### src/rtl/cmp_pkg.sv
package cmp_pkg;

  // Three-line verdict carried between comparator stages.
  typedef struct packed {
    logic gt;
    logic eq;
    logic lt;
  } verdict_t;

endpackage

### src/rtl/nib_match.sv
// Per-bit equality vector: one XNOR per bit pair.
module nib_match #(
  parameter int W = 4
) (
  input  logic [W-1:0] a_i,
  input  logic [W-1:0] b_i,
  output logic [W-1:0] same_o
);

  genvar gi;
  generate
    for (gi = 0; gi < W; gi++) begin : g_bit
      assign same_o[gi] = ~(a_i[gi] ^ b_i[gi]);
    end
  endgenerate

endmodule

### src/rtl/msb_decide.sv
// Finds the most significant differing bit and reports its direction.
module msb_decide #(
  parameter int W = 4
) (
  input  logic [W-1:0] a_i,
  input  logic [W-1:0] b_i,
  input  logic [W-1:0] same_i,
  output logic         gt_o,
  output logic         lt_o
);

  logic [W-1:0] win_gt;
  logic [W-1:0] win_lt;

  genvar gi;
  generate
    for (gi = 0; gi < W; gi++) begin : g_pos
      logic upper_same;
      if (gi == W - 1) begin : g_top
        assign upper_same = 1'b1;
      end else begin : g_low
        assign upper_same = &same_i[W-1:gi+1];
      end
      assign win_gt[gi] = upper_same & a_i[gi] & ~b_i[gi];
      assign win_lt[gi] = upper_same & ~a_i[gi] & b_i[gi];
    end
  endgenerate

  assign gt_o = |win_gt;
  assign lt_o = |win_lt;

endmodule

### src/rtl/cmp_stage.sv
// One comparator slice; the cascade verdict is used only on a local tie.
module cmp_stage
  import cmp_pkg::*;
#(
  parameter int W = 4
) (
  input  logic [W-1:0] a_i,
  input  logic [W-1:0] b_i,
  input  verdict_t     casc_i,
  output verdict_t     res_o
);

  logic [W-1:0] same;
  logic         loc_gt;
  logic         loc_lt;
  logic         tie;

  nib_match #(.W(W)) u_match (
    .a_i    (a_i),
    .b_i    (b_i),
    .same_o (same)
  );

  msb_decide #(.W(W)) u_decide (
    .a_i    (a_i),
    .b_i    (b_i),
    .same_i (same),
    .gt_o   (loc_gt),
    .lt_o   (loc_lt)
  );

  assign tie = &same;

  always_comb begin
    res_o.gt = loc_gt | (tie & casc_i.gt);
    res_o.eq = tie & casc_i.eq;
    res_o.lt = loc_lt | (tie & casc_i.lt);
  end

endmodule

### src/rtl/cmp_chain.sv
// Chain of comparator slices, least significant slice first.
module cmp_chain
  import cmp_pkg::*;
#(
  parameter int NIB_W  = 4,
  parameter int STAGES = 2,
  localparam int DATA_W = NIB_W * STAGES
) (
  input  logic [DATA_W-1:0] a_i,
  input  logic [DATA_W-1:0] b_i,
  input  logic              casc_gt_i,
  input  logic              casc_eq_i,
  input  logic              casc_lt_i,
  output logic              gt_o,
  output logic              eq_o,
  output logic              lt_o
);

  verdict_t link [STAGES+1];

  assign link[0] = '{gt: casc_gt_i, eq: casc_eq_i, lt: casc_lt_i};

  genvar si;
  generate
    for (si = 0; si < STAGES; si++) begin : g_stage
      cmp_stage #(.W(NIB_W)) u_stage (
        .a_i    (a_i[si*NIB_W +: NIB_W]),
        .b_i    (b_i[si*NIB_W +: NIB_W]),
        .casc_i (link[si]),
        .res_o  (link[si+1])
      );
    end
  endgenerate

  assign gt_o = link[STAGES].gt;
  assign eq_o = link[STAGES].eq;
  assign lt_o = link[STAGES].lt;

endmodule

### config.mk
export PLATFORM = sky130hd
export DESIGN_NAME = cmp_chain
export DESIGN_NICKNAME = d
export VERILOG_FILES = /design/src/rtl/cmp_pkg.sv /design/src/rtl/nib_match.sv /design/src/rtl/msb_decide.sv /design/src/rtl/cmp_stage.sv /design/src/rtl/cmp_chain.sv
export SDC_FILE = /design/constraint.sdc
export NUM_CORES = 1
export LEC_CHECK = 0
export ABC_AREA = 0
export BUFFER_PORTS_ARGS = -buffer_cell sky130_fd_sc_hd__buf_4
export CORE_MARGIN = 8
export CORE_UTILIZATION = 25
export DETAILED_ROUTE_END_ITERATION = 16
export PLACE_DENSITY = 0.57
export SYNTH_ARGS = -nofsm -noshare
export SYNTH_HDL_FRONTEND = slang
export SYNTH_SLANG_ARGS = --single-unit
### constraint.sdc
create_clock -name vclk -period 1.6
set_clock_uncertainty 0.2 [all_clocks]
set_input_delay 0.16 -clock vclk [all_inputs]
set_output_delay 0.16 -clock vclk [all_outputs]
set_load 0.03 [all_outputs]
==> flow_summary.ini <==
[final_layout]
final_cell_area_um2 = 763.2
clkbuf_count = 0
fin_util_pct = 53.14
nFillCells = 148
area_growth_syn_to_layout_pct = 107.5
layoutNonFillerInstCount = 96
regArea_um2 = 0
drive_gt1_share_pct = 67.50
finalNetCount = 105
antenna_cells = 0
seq_cell_count = 0

[floorplanning]
start_util_pct = 25.61
placementRows = 14
die_h_um = 54.36
die_w_um = 54.36
ioPinCount = 22
dieArea_um2 = 2955
core_um2 = 1436

[synth]
yosysWarningCount = 0
ys_seq_area_share_pct = 0
yosysTopAreaCellShare_pct = 13.61
yosysMostFrequentCell = inv_1
syn_nets = 66
postSynthCellCount = 43
ys_top_cells_by_count = inv_1, ha_1, maj3_2
yosys.cell_types.count = 17
syn_area_um2 = 367.9
syn_area_per_cell_um2 = 8.555
synth_top_area_cell = ha_1
synth.area.top_cells = ha_1, maj3_2, inv_1, maj3_1, a221oi_2

[critical_path]
crit_type = input port to output port
endpoint_kind = output port
worstPathArrival_ns = 1.50
startpoint_type = input port
cp_max_fo = 3
required_ns = 1.24

[timing]
timing.setup.tns_ns = -0.6821
max_freq_mhz = 537.3
rsz0062_at_grt = true
worst_pin_slew_ns = 0.2926
slew-limit-headroom_pct = 80.29
setup_viol = 3
fin_crit_sh_pct = 116.3
finalHoldViolCount = 0
worst_slack_ns = -0.2612
slew_viol_final = 0
min_period_ns = 1.861

[worst_hold_path]
hold_start = casc_eq_i
holdPathEnd = eq_o
min_path_type = input port to output port
whs_path_depth = 4

[job]
drv_cap = 0

[route]
routedWlPerCell_um = 10.90
drc = 0
dr.pass1.iters = 2
vias = 428
antenna_left = 0
routed_wirelength_um = 1046
viasPerCell = 4.458
drt_iter0_drc = 2

[outcome]
violations = setup timing
outcome = finished with violations

[global_route]
grt_pass1_vias = 472
grt_pass1_wl_um = 1683
antenna_found_initial = 0
grt_max_degree = 4
grt_overflow_total = 0
grtUsageTotal_pct = 6.934

[power]
powerDensity_nw_per_um2 = 299.9
power.leakage_nw = 0.3791
peakVddDrop_mv = 0.1192

[placed_design]
hpwl_um = 923.9
dp.cells = 92
portBuffers = 22
dpl_cell_area_um2 = 699.4
gp_congestion = 0.7962

[cts]
holdBufCountCts = 0
==> worst max-delay path by stage <==
stage	startpoint	to	slack, ns
finish	a_i[3]	gt_o	-0.26
global route	a_i[3]	gt_o	-0.32
CTS	a_i[3]	gt_o	-0.28
detailed placement	a_i[3]	gt_o	-0.34
global placement	a_i[3]	gt_o	-0.32
floorplan	a_i[7]	eq_o	-0.14
==> through the flow <==
step / setup slack [ns] / power [mW] / hold WS, ns
floorplan: -0.1444 / 0.1144 / 0.2770
global placement: -0.3196 / 0.2082 / 0.5259
detailed placement: -0.3423 / 0.2108 / 0.5324
CTS: -0.2798 / 0.2310 / 0.5106
global route: -0.3211 / 0.2466 / 0.5235
finish: -0.2612 / 0.2289 / 0.4978
==> cells by family after synthesis <==
family          after synthesis  synth area share (%)
fa+ha+maj                    11                 34.01
simple gates                 10                 28.23
compound gates                7                 17.01
xor+xnor                      4                 9.526
buf+inv                      11                 11.22
==> layer usage <==
layer	track usage, %	vias up	part of all wire, %
met4	0	0	0
met3	0.8152	0	7.1
li1	-	222	-
met2	13.74	14	53
met1	8.079	192	40
met5	0	-	0
==> critical path, stage by stage <==
cell and delay [ns]:
buf_8 0.09, inv_8 0.03, ha_4 0.25, nor4b_4 0.27
a221oi_2 0.10, maj3_2 0.33, o21ai_4 0.13, buf_6 0.14
==> placed cells by master (no fill, tap or decap), types with 3 or more instances in the layout <==
cell    synthesis  routed
inv_1          11       9
xor2_1          3       3
maj3_1          3       3
buf_6           0       5
maj3_2          4       4
buf_4           0      30
==> cell type report <==
| class | count | area [µm²] | share of cell area, % |
|---|---|---|---|
| multi-input combinational | 32 | 375.4 | 49.18 |
| timing repair buffer | 37 | 311.5 | 40.82 |
| inverter | 11 | 56.30 | 7.377 |
| tap | 16 | 20.02 | 2.623 |
==> where the power goes <==
group	internal, mW	total, mW	switching [mW]
Combinational	0.133	0.229	0.0962
Clock	0	0	0
Sequential	0	0	0
==> what timing repair did <==
| item | 4_1_cts | 5_1_grt |
|---|---|---|
| resized for setup | 9 | 0 |
| pin swaps | 10 | 4 |
| setup buffers | 4 | 1 |
| setup endpoints to repair | 3 | 3 |
(Power assumes the default switching activity.)
